==> config.mk <==
export PLATFORM = sky130hd
export DESIGN_NAME = sprom_word_reader
export DESIGN_NICKNAME = d
export VERILOG_FILES = /design/src/rtl/sprom_pkg.sv /design/src/rtl/sprom_half_div.sv /design/src/rtl/sprom_ctrl.sv /design/src/rtl/sprom_shift.sv /design/src/rtl/sprom_word_reader.sv
export SDC_FILE = /design/constraint.sdc
export NUM_CORES = 1
export LEC_CHECK = 0
export BUFFER_PORTS_ARGS = -buffer_cell sky130_fd_sc_hd__buf_2
export CAP_MARGIN = 25
export CORE_MARGIN = 3
export CORE_UTILIZATION = 55
export CTS_CLUSTER_SIZE = 14
export DETAILED_ROUTE_END_ITERATION = 8
export PLACE_DENSITY_LB_ADDON = 0.08
export SETUP_SLACK_MARGIN = 0.2
export SYNTH_ARGS = -nofsm -noshare
export SYNTH_HDL_FRONTEND = slang
export SYNTH_SLANG_ARGS = --single-unit
==> constraint.sdc <==
create_clock -name clk_i -period 2.5 [get_ports clk_i]
set_input_delay 0.25 -clock clk_i [delete_from_list [all_inputs] [get_ports clk_i]]
set_output_delay 0.25 -clock clk_i [all_outputs]
set_load 0.02 [all_outputs]
==> src/rtl/sprom_pkg.sv <==
`timescale 1ns/1ps
package sprom_pkg;
  typedef enum logic [1:0] {
    ST_IDLE,
    ST_LOW,
    ST_HIGH,
    ST_TAIL
  } seq_state_e;

  localparam int unsigned RD_OP_W = 3;
  localparam logic [RD_OP_W-1:0] RD_OPCODE = 3'b110;
endpackage

==> src/rtl/sprom_half_div.sv <==
`timescale 1ns/1ps
module sprom_half_div #(
  parameter int unsigned HALF_CYC = 500
) (
  input  logic clk_i,
  input  logic rst_ni,
  input  logic run_i,
  output logic tick_o
);
  localparam int unsigned CW = (HALF_CYC > 1) ? $clog2(HALF_CYC) : 1;
  localparam logic [CW-1:0] LAST = CW'(HALF_CYC - 1);

  logic [CW-1:0] cnt_q;

  always_ff @(posedge clk_i or negedge rst_ni) begin
    if (!rst_ni)            cnt_q <= '0;
    else if (!run_i)        cnt_q <= '0;
    else if (cnt_q == LAST) cnt_q <= '0;
    else                    cnt_q <= cnt_q + 1'b1;
  end

  assign tick_o = run_i && (cnt_q == LAST);
endmodule

==> src/rtl/sprom_ctrl.sv <==
`timescale 1ns/1ps
module sprom_ctrl
  import sprom_pkg::*;
#(
  parameter int unsigned CMD_W  = 9,
  parameter int unsigned PULSES = 25
) (
  input  logic       clk_i,
  input  logic       rst_ni,
  input  logic       start_i,
  input  logic       tick_i,
  output seq_state_e state_o,
  output logic       busy_o,
  output logic       done_o,
  output logic       load_o,
  output logic       shift_o,
  output logic       cap_o,
  output logic       fin_o
);
  localparam int unsigned CNT_W = $clog2(PULSES);
  localparam logic [CNT_W-1:0] LAST_P  = CNT_W'(PULSES - 1);
  localparam logic [CNT_W-1:0] CMD_LIM = CNT_W'(CMD_W);

  seq_state_e state_q;
  logic [CNT_W-1:0] pcnt_q;
  logic done_q;

  assign load_o  = (state_q == ST_IDLE) && start_i;
  assign shift_o = (state_q == ST_HIGH) && tick_i;
  assign cap_o   = shift_o && (pcnt_q >= CMD_LIM);
  assign fin_o   = (state_q == ST_TAIL) && tick_i;

  always_ff @(posedge clk_i or negedge rst_ni) begin
    if (!rst_ni) begin
      state_q <= ST_IDLE;
      pcnt_q  <= '0;
    end else begin
      unique case (state_q)
        ST_IDLE: if (start_i) begin
          state_q <= ST_LOW;
          pcnt_q  <= '0;
        end
        ST_LOW:  if (tick_i) state_q <= ST_HIGH;
        ST_HIGH: if (tick_i) begin
          if (pcnt_q == LAST_P) state_q <= ST_TAIL;
          else begin
            state_q <= ST_LOW;
            pcnt_q  <= pcnt_q + 1'b1;
          end
        end
        ST_TAIL: if (tick_i) state_q <= ST_IDLE;
        default: state_q <= ST_IDLE;
      endcase
    end
  end

  always_ff @(posedge clk_i or negedge rst_ni) begin
    if (!rst_ni) done_q <= 1'b0;
    else         done_q <= fin_o;
  end

  assign state_o = state_q;
  assign busy_o  = (state_q != ST_IDLE);
  assign done_o  = done_q;
endmodule

==> src/rtl/sprom_shift.sv <==
`timescale 1ns/1ps
module sprom_shift #(
  parameter int unsigned ADDR_W = 6,
  parameter int unsigned DATA_W = 16,
  parameter int unsigned OP_W   = 3,
  parameter logic [OP_W-1:0] OPCODE = 3'b110
) (
  input  logic              clk_i,
  input  logic              rst_ni,
  input  logic              load_i,
  input  logic [ADDR_W-1:0] addr_i,
  input  logic              shift_i,
  input  logic              cap_i,
  input  logic              fin_i,
  input  logic              ser_in_i,
  output logic              ser_bit_o,
  output logic [DATA_W-1:0] word_o
);
  localparam int unsigned CMD_W = OP_W + ADDR_W;

  logic [CMD_W-1:0]  tx_q;
  logic [DATA_W-1:0] rx_q;
  logic [DATA_W-1:0] word_q;

  // command register empties to zero, so data phase drives low
  always_ff @(posedge clk_i or negedge rst_ni) begin
    if (!rst_ni)      tx_q <= '0;
    else if (load_i)  tx_q <= {OPCODE, addr_i};
    else if (shift_i) tx_q <= {tx_q[CMD_W-2:0], 1'b0};
  end

  always_ff @(posedge clk_i or negedge rst_ni) begin
    if (!rst_ni)    rx_q <= '0;
    else if (cap_i) rx_q <= {rx_q[DATA_W-2:0], ser_in_i};
  end

  always_ff @(posedge clk_i or negedge rst_ni) begin
    if (!rst_ni)    word_q <= '0;
    else if (fin_i) word_q <= rx_q;
  end

  assign ser_bit_o = tx_q[CMD_W-1];
  assign word_o    = word_q;
endmodule

==> src/rtl/sprom_word_reader.sv <==
`timescale 1ns/1ps
module sprom_word_reader
  import sprom_pkg::*;
#(
  parameter int unsigned HALF_CYC = 500,
  parameter int unsigned ADDR_W   = 6,
  parameter int unsigned DATA_W   = 16
) (
  input  logic              clk_i,
  input  logic              rst_ni,
  input  logic              start_i,
  input  logic [ADDR_W-1:0] addr_i,
  output logic              busy_o,
  output logic              done_o,
  output logic [DATA_W-1:0] data_o,
  output logic              cs_o,
  output logic              sk_o,
  output logic              ser_out_o,
  input  logic              ser_in_i
);
  localparam int unsigned CMD_W  = RD_OP_W + ADDR_W;
  localparam int unsigned PULSES = CMD_W + DATA_W;

  seq_state_e state;
  logic tick, busy, load, shift, cap, fin, ser_bit;

  sprom_half_div #(.HALF_CYC(HALF_CYC)) div_i (
    .clk_i (clk_i),
    .rst_ni(rst_ni),
    .run_i (busy),
    .tick_o(tick)
  );

  sprom_ctrl #(.CMD_W(CMD_W), .PULSES(PULSES)) ctrl_i (
    .clk_i  (clk_i),
    .rst_ni (rst_ni),
    .start_i(start_i),
    .tick_i (tick),
    .state_o(state),
    .busy_o (busy),
    .done_o (done_o),
    .load_o (load),
    .shift_o(shift),
    .cap_o  (cap),
    .fin_o  (fin)
  );

  sprom_shift #(
    .ADDR_W(ADDR_W),
    .DATA_W(DATA_W),
    .OP_W  (RD_OP_W),
    .OPCODE(RD_OPCODE)
  ) shift_i (
    .clk_i    (clk_i),
    .rst_ni   (rst_ni),
    .load_i   (load),
    .addr_i   (addr_i),
    .shift_i  (shift),
    .cap_i    (cap),
    .fin_i    (fin),
    .ser_in_i (ser_in_i),
    .ser_bit_o(ser_bit),
    .word_o   (data_o)
  );

  assign busy_o    = busy;
  assign cs_o      = busy;
  assign sk_o      = (state == ST_HIGH);
  assign ser_out_o = ser_bit;
endmodule

==> results of run 1 <==
## kinds of logic (layout without fill, tap and decap cells)
| logic type | after synthesis | count (layout) | synth area share (%) |
|---|---|---|---|
| fa+ha+maj | 4 | 4 | 1.983 |
| buf+inv | 11 | 54 | 2.578 |
| flops | 58 | 58 | 57.51 |
| compound gates | 26 | 26 | 7.041 |
| xor+xnor | 6 | 6 | 2.082 |
| simple gates | 51 | 51 | 11.06 |
| mux | 37 | 37 | 17.75 |
## final cells by class
type	instances	share of cell area, %
repair buffers	34	6.133
clock buffers	11	4.813
clock inverters	5	2.641
multi-input cells	124	34.28
inverters	4	0.5111
well taps	52	2.215
flip-flops and latches	58	49.40
## flip-flops by register name, summed over array words and instances, names as in the netlist
register,cells
ctrl_i.done_o,1
ctrl_i.state_o,2
shift_i.tx_q,9
shift_i.rx_q,16
ctrl_i.pcnt_q,5
shift_i.word_o,16
div_i.cnt_q,9
## placed cells by master, fill, tap and decap left out, types with 6 or more instances in the layout
| cell | n |
|---|---|
| nand2_1 | 13 |
| clkbuf_8 | 10 |
| dfrtp_1 | 58 |
| o21ai_0 | 7 |
| buf_2 | 30 |
| nor2_1 | 17 |
| mux2_4 | 10 |
| mux2_2 | 19 |
| a21oi_1 | 6 |
## worst paths after layout
| check | startpoint | endpoint | slack, ns | cells after the start |
|---|---|---|---|---|
| min in group clk_i | ser_in_i | shift_i.rx_q[0] | 0.16 | 2 |
| setup reg to reg | div_i.cnt_q[0] | shift_i.word_o[4] | 0.45 | 6 |
| setup / recovery | div_i.cnt_q[0] | shift_i.word_o[4] | 0.45 | 6 |
| max in group asynchronous | rst_ni | shift_i.rx_q[1] | 1.97 | 2 |
| hold reg to reg | div_i.cnt_q[0] | div_i.cnt_q[0] | 0.46 | 1 |
| hold / removal | rst_ni | div_i.cnt_q[3] | 0.06 | 2 |
## routing by layer
layer,vias up,GRT usage (%)
met5,-,0
met4,0,11.67
met3,9,3.694
met2,31,28.74
met1,771,24.24
li1,754,-
## worst register-to-register path: stages (launching register included)
cell	delay (ns)
dfrtp_1	0.37
ha_1	0.24
nand4bb_2	0.22
nor2_1	0.27
and3_1	0.21
buf_4	0.26
mux2_2	0.37
## power groups by stage
stage          combinational, mW  sequential [mW]  clock, mW
5_1_grt                    0.204             1.11      0.999
4_1_cts                    0.181             1.10      0.955
2_1_floorplan              0.130             1.09          0
6_report                   0.178             1.10      0.931
3_5_place_dp               0.179             1.12          0
3_3_place_gp               0.166             1.11          0
## metrics by stage
step | instances | util (%)
detailed placement | 272 | 62.01
finish | 288 | 67.01
CTS | 288 | 67.01
floorplan | 193 | -
global route | 288 | 67.01
global placement | 272 | 62.01
==> flow_summary.toml, run 1 <==
[drt]
routed-wl-met3_um = 130
drtIter0Drc = 80
vias = 1565
met1Wirelength_mm = 1.956
routed_via_density = 5.434
wl_per_cell_um = 15.01
drc_errors = 0
met2_length_mm = 2.132
wl_mm = 4.323
dr.pass1.iters = 4
top_layer = "met4"
ant_nets = 0

[pwr]
p_seq_share_pct = 49.8
netSwitchingFraction_pct = 23.75
power_density_mw_per_mm2 = 752.2
p_leak_nw = 1.527
pwr-share-comb_pct = 8.0
p_clk_share_pct = 42.1
p_total_mw = 2.210
intPower_mw = 1.685
p_sw_uw = 524.9
peakVddDrop_uv = 445.0

[yosys]
ys_seq_area_share_pct = 57.51
syn_area_mm2 = 0.002524
netlist_top_cells_count = "dfrtp_1 (58), mux2_2 (19), nor2_1 (17)"
synth_top_flop_cell = "dfrtp_1"
ys_warn_count = 0
yosysTopAreaCell = "dfrtp_1"
yosysTopAreaCellShare_pct = 57.51
synth_area_leaders = "dfrtp_1 (58%), mux2_2 (8.5%), mux2_4 (5.9%)"
yosys_register_bits = 58
synth_cells = 193
syn-num-nets = 207
synth_cell_type_count = 38
syn_avg_cell_area_um2 = 13.08
synth_edf_count = 0
synthArstFlopShare_pct = 100.0
post-synth-top-count-cell = "dfrtp_1"

[sta]
tns_ns = 0
slew_violations = 0
fmax_mhz = 488.3
hold_ws_ns = 0.06053
finalSetupViolations = 0
finalCriticalPeriod_ns = 2.048
maxSlewHeadroom_pct = 52.49
rsz0062_at_grt = "false"
tightestPinTransition_ns = 0.7127
hold_violations = 0
finalClockSkew_ns = 0.008512
fin_ws_ns = 0.4520
timing.final.crit_share_pct = 81.92

[die]
start_util_pct = 57.56
die_height_um = 73.74
die_area_mm2 = 0.005438
io_pins = 31
die_w_um = 73.74
design.core.area_mm2 = 0.004384
num_rows = 24

[critical_path]
max_stage_delay_ns = 0.37
worst-setup-path-type = "register to register"
cpMaxStageDelayCell = "dfrtp_1"
cp.arrival_ns = 2.25
crit_buf_inv = 1
path_delay_family = "simple AND/OR/NAND/NOR gates"
startpoint_type = "register"
worstPathMaxFanout = 17
end_kind = "register"
path_cells = "ha_1 -> nand4bb_2 -> nor2_1 -> and3_1 -> buf_4 -> mux2_2"
worstPathRequired_ns = 2.70

[clock_tree]
h-tree-depth = 3
path_clk_slew_ns = 0.06
hold_buffers = 0
ctsResizeCount = 0
cts_root_buffer = "clkbuf_8"
numCtsBuffers = 9
tritoncts = "done"
clock_sinks = 58
insertion_delay_ns = 0.33
post-cts-setup-buffers = 0
clk_path_buf_depth = 2

[hold_path]
hp-class = "input port to asynchronous set/reset pin"

[placement]
port_buffers = 30
pre_cts_ws_ns = 0.4743
dpl_cell_area_mm2 = 0.002719
dp_hpwl_mm = 2.952
routabilityCongestion = 0.8627

[final_layout]
seq_area_mm2 = 0.001451
fillers = 330
nets = 245
fin_area_mm2 = 0.002938
drive_above_1_share_pct = 35.59
multi_input_area_mm2 = 0.001007
area_delta_synth_final_pct = 16.41
antenna_cells = 0

[outcome]
status = "finished clean"

[global_route]
grt-ovfl-total = 0
grt_pass1_wl_mm = 7.569
grt_use_total_pct = 18.73
grt_max_degree = 59
antenna_found_initial = 0
grt_pass1_vias = 1618

[flow_run]
cap_violations = 0
Power figures use the tool's default switching activity.
==> run 2, diff against run 1 <==
--- a/config.mk
+++ b/config.mk
@@ -8,7 +8,7 @@
 export BUFFER_PORTS_ARGS = -buffer_cell sky130_fd_sc_hd__buf_2
 export CAP_MARGIN = 25
 export CORE_MARGIN = 3
-export CORE_UTILIZATION = 55
+export CORE_UTILIZATION = 51
 export CTS_CLUSTER_SIZE = 14
 export DETAILED_ROUTE_END_ITERATION = 8
 export PLACE_DENSITY_LB_ADDON = 0.08
==> constraint.sdc (replaced) <==
create_clock -name clk_i -period 1.7 [get_ports clk_i]
set_input_delay 0.17 -clock clk_i [delete_from_list [all_inputs] [get_ports clk_i]]
set_output_delay 0.17 -clock clk_i [all_outputs]
set_load 0.02 [all_outputs]
==> flow_summary.toml, run 2 (same netlist as run 1, synthesis figures left out) <==
[outcome]
status = "finished, violations left"
failed_checks = "negative setup slack"

[placement]
dp_hpwl_mm = 3.087
port_buffers = 30
dpl_cell_area_mm2 = 0.002965
routabilityCongestion = 0.8129
pre_cts_ws_ns = -0.06497

[final_layout]
nets = 270
fin_area_mm2 = 0.003443
final_common_cell = "dfrtp_1"
area_delta_synth_final_pct = 36.44
mostFrequentLayoutCells = "dfrtp_1 (55), buf_2 (29), mux2_4 (28), buf_4 (15), nor2_1 (14)"
finish.utilization_pct = 75.44
antenna_cells = 0
drive_above_1_share_pct = 49.81

[sta]
hold_violations = 0
rsz0062_at_grt = "true"
finalCriticalPeriod_ns = 1.801
slew_violations = 0
timing.final.crit_share_pct = 105.9
fmax_mhz = 555.4
fin_ws_ns = -0.1005
finalClockSkew_ns = 0.007544
tightestPinTransition_ns = 0.4774
hold_ws_ns = 0.04353
maxSlewHeadroom_pct = 68.17
finalSetupViolations = 16

[pwr]
power_density_mw_per_mm2 = 984.7
peakVddDrop_uv = 1058
p_leak_nw = 1.709

[global_route]
grt_use_total_pct = 18.47
grt_max_degree = 38
grt_pass1_vias = 1723
grt-ovfl-total = 0
grt_pass1_wl_mm = 8.266
antenna_found_initial = 0

[die]
design.core.area_mm2 = 0.004564
io_pins = 31
die_area_mm2 = 0.005829
num_rows = 24
start_util_pct = 55.29
die_w_um = 76.35
die_height_um = 76.35

[drt]
ant_nets = 0
drc_errors = 0
routed_via_density = 5.319
wl_per_cell_um = 16.57
drtIter0Drc = 42
vias = 1734
dr.pass1.iters = 4
wl_mm = 5.401

[critical_path]
r2r_setup_slack_ns = -0.10
worst-setup-path-type = "register to register"
startpoint_type = "register"
worstPathRequired_ns = 1.92
cp.arrival_ns = 2.02
worstPathMaxFanout = 16
end_kind = "register"

[clock_tree]
tritoncts = "done"
cts_root_buffer = "clkbuf_8"
path_clk_slew_ns = 0.06
numCtsBuffers = 9
insertion_delay_ns = 0.34
h-tree-depth = 3
clock_sinks = 58
clk_path_buf_depth = 2

[flow_run]
cap_violations = 0

[hold_path]
hp-class = "input port to register"
run 2: timing repair:
item	4_1_cts	5_1_grt
pin swaps	17	6
hold buffers	1	0
hold endpoints to repair	21	0
cloned	2	0
setup buffers	5	4
resized for setup	26	19
endpoints found under the setup margin	44	50
run 2: cell type report:
type	count	area, µm²
clock inverter	1	30.03
inverter	4	17.52
sequential	58	1455
multi-input combinational	124	1201
timing repair buffer	59	471.7
fill	292	1121
clock buffer	15	186.4
tap	65	81.33
run 2: path summary, 6_finish.rpt:
kind                               startpoint            endpoint  cells after the start
max in group asynchronous              rst_ni   ctrl_i.state_o[1]                      3
min reg2reg                shift_i.word_o[12]  shift_i.word_o[12]                      1
min                                 addr_i[0]     shift_i.tx_q[0]                      3
max reg2reg                  ctrl_i.pcnt_q[1]     shift_i.rx_q[2]                      6
max                          ctrl_i.pcnt_q[1]     shift_i.rx_q[2]                      6
min in group asynchronous              rst_ni   shift_i.word_o[9]                      2
run 2: worst max-delay path, stage by stage (launching register included):
cell and delay (ns):
dfrtp_1 0.41, inv_2 0.08, ha_4 0.16, o41a_1 0.35, o21ai_4 0.16, buf_12 0.18, mux2_2 0.35
run 2: layer usage:
metal  track usage [%]  share of wire, %  vias up
li1                  -                 -      803
met3             8.274               4.4        5
met4             6.159               1.3        0
met1             22.53                43      883
met5                 0                 0        -
met2             29.26                51       43
run 2: metrics by stage:
stage / total power [mW] / TNS [ns] / std cells
2_1_floorplan: 1.833 / -1.309 / 193
3_3_place_gp: 1.960 / 0 / 298
3_5_place_dp: 1.994 / -0.6324 / 298
4_1_cts: 3.384 / -0.5762 / 322
5_1_grt: 3.567 / -1.974 / 326
6_report: 3.391 / -1.099 / 326
run 2: power breakdown:
part / total, mW / switching, mW / internal (mW) / leakage, nW
clock: 1.35 / 0.512 / 0.839 / 0.110
combinational: 0.424 / 0.195 / 0.229 / 0.853
sequential: 1.62 / 0.124 / 1.49 / 0.746
==> run 3, diff against run 2 <==
--- a/config.mk
+++ b/config.mk
@@ -5,14 +5,15 @@
 export SDC_FILE = /design/constraint.sdc
 export NUM_CORES = 1
 export LEC_CHECK = 0
-export BUFFER_PORTS_ARGS = -buffer_cell sky130_fd_sc_hd__buf_2
+export BUFFER_PORTS_ARGS = -buffer_cell sky130_fd_sc_hd__buf_4
 export CAP_MARGIN = 25
 export CORE_MARGIN = 3
-export CORE_UTILIZATION = 51
+export CORE_UTILIZATION = 52
 export CTS_CLUSTER_SIZE = 14
 export DETAILED_ROUTE_END_ITERATION = 8
 export PLACE_DENSITY_LB_ADDON = 0.08
 export SETUP_SLACK_MARGIN = 0.2
 export SYNTH_ARGS = -nofsm -noshare
 export SYNTH_HDL_FRONTEND = slang
+export SYNTH_HIERARCHICAL = 1
 export SYNTH_SLANG_ARGS = --single-unit
==> flow_summary.toml, run 3 <==
[outcome]
status = "finished, violations left"
failed_checks = "negative setup slack"

[final_layout]
drive_above_1_share_pct = 49.30
finish.utilization_pct = 74.87
antenna_cells = 0
mostFrequentLayoutCells = "buf_4 (60), dfrtp_1 (58), mux2_4 (20), nand2_1 (13)"
area_delta_synth_final_pct = 35.50
nets = 295
fin_area_mm2 = 0.003654
final_common_cell = "buf_4"

[yosys]
synth_edf_count = 0
syn_area_mm2 = 0.002696
muxShareOfSynthArea_pct = 20.28
yosysTopAreaCell = "dfrtp_1"
synth_top_family_by_area = "multiplexers"
synthXorXnorAreaFrac_pct = 0.6497
yosysTopAreaCellShare_pct = 53.83
syn_avg_cell_area_um2 = 13.22
synth_area_leaders = "dfrtp_1 (54%), mux2_4 (11%), mux2_2 (5.0%)"
syn-num-nets = 218
yosys_register_bits = 58
synth_top_flop_cell = "dfrtp_1"
synthArstFlopShare_pct = 100.0
synth_cell_type_count = 45
ys_warn_count = 6
synth_cells = 204
synth_fa_ha_area_share_pct = 1.856
synth_compound_area_share_pct = 8.492
post-synth-top-count-cell = "dfrtp_1"
netlist_top_cells_count = "dfrtp_1 (58), mux2_4 (20), nand2_1 (13)"
yosys.area_share.simple_pct = 10.39
ys_seq_area_share_pct = 53.83

[die]
die_area_mm2 = 0.006086
io_pins = 31
design.core.area_mm2 = 0.004880
die_height_um = 78.01
num_rows = 25
start_util_pct = 55.26
die_w_um = 78.01

[sta]
finalClockSkew_ns = 0.006559
tightestPinTransition_ns = 0.7063
timing.final.crit_share_pct = 112.6
rsz0062_at_grt = "true"
slew_violations = 0
tns_ns = -6.899
fin_ws_ns = -0.2139
finalSetupViolations = 50
fmax_mhz = 522.5
finalCriticalPeriod_ns = 1.914
hold_violations = 0
maxSlewHeadroom_pct = 52.91

[pwr]
power_density_mw_per_mm2 = 720.6
peakVddDrop_uv = 526.8
p_total_mw = 2.633
p_leak_nw = 1.781

[critical_path]
startpoint = "div_i/cnt_q[1]"
worstPathMaxFanout = 16
crit-reg2reg-launch = "div_i/cnt_q[1]"
worstPathRequired_ns = 1.91
worst-setup-path-type = "register to register"
end_kind = "register"
startpoint_type = "register"
cp.arrival_ns = 2.12

[clock_tree]
insertion_delay_ns = 0.32
h-tree-depth = 3
clock_sinks = 58
cts_root_buffer = "clkbuf_8"
numCtsBuffers = 9
clk_path_buf_depth = 2
path_clk_slew_ns = 0.06
tritoncts = "done"

[drt]
wl_mm = 5.303
vias = 1873
dr.pass1.iters = 4
ant_nets = 0
drc_errors = 0
routed_via_density = 5.306
wl_per_cell_um = 15.02
drtIter0Drc = 92

[global_route]
antenna_found_initial = 0
grt_use_total_pct = 18.92
grt_pass1_vias = 1943
grt_pass1_wl_mm = 8.880
grt_max_degree = 59
grt-ovfl-total = 0

[hold_path]
hp-class = "input port to register"
min_from = "addr_i[5]"

[placement]
pre_cts_ws_ns = -0.2755
routabilityCongestion = 0.8209
dp_hpwl_mm = 3.391
dpl_cell_area_mm2 = 0.003193
port_buffers = 30

[flow_run]
cap_violations = 0
run 3: path summary, 6_finish.rpt:
path	end	slack [ns]	cells after the start
worst max register to register	shift_i/rx_q[0]	-0.21	8
min in group asynchronous	shift_i/word_o[14]	0.45	2
max in group asynchronous	shift_i/tx_q[6]	0.78	2
worst min-delay path	shift_i/tx_q[5]	0.06	3
worst min register to register	shift_i/word_o[15]	0.50	1
worst max-delay path	shift_i/rx_q[0]	-0.21	8
run 3: repair_timing:
action                                  4_1_cts  5_1_grt
cloned                                        1        1
pin swaps                                    11        5
hold buffers                                  1        0
endpoints found under the setup margin       49       57
hold endpoints to repair                     58        0
gates resized for setup                      25        6
setup buffers                                11        1
run 3: stage by stage:
step           cells  hold slack, ns
2_1_floorplan    204         -0.1256
3_3_place_gp     322          0.2594
3_5_place_dp     322          0.2708
4_1_cts          351         0.04588
5_1_grt          353         0.04967
6_report         353         0.06026
run 3: metal layers:
layer,routed length (µm),vias up,GRT usage [%]
li1,-,884,-
met1,2221,927,21.66
met2,2754,52,32.71
met3,228,10,5.390
met4,99,0,8.741
met5,0,-,0
run 3: worst max-delay path: stages, from the launching register on:
cell and delay, ns:
dfrtp_1 0.35, ha_2 0.19, inv_2 0.05, nor3_4 0.19, and3_4 0.22, and2_4 0.14
nor2b_4 0.15, buf_12 0.17, mux2_2 0.34
run 3: where the power goes:
part	switching, mW	internal [mW]
clock	0.498	0.645
combinational	0.0521	0.0354
sequential	0.00773	1.39
total	0.558	2.07
run 3: area by class of cell:
class / instances / area [µm²]
timing repair buffer: 75 / 674.4
clock buffer: 14 / 172.7
multi-input combinational: 129 / 1231
inverter: 8 / 30.03
clock inverter: 2 / 10.01
fill: 337 / 1226
tap: 67 / 83.83
sequential: 58 / 1451
run 3: kinds of logic after synthesis:
kind of cell	Yosys count
flip-flops	58
AND/OR/NAND/NOR	49
multiplexers	43
AO/OA/AOI/OAI	31
buffers and inverters	17
adder cells (fa/ha/maj)	4
XOR/XNOR	2
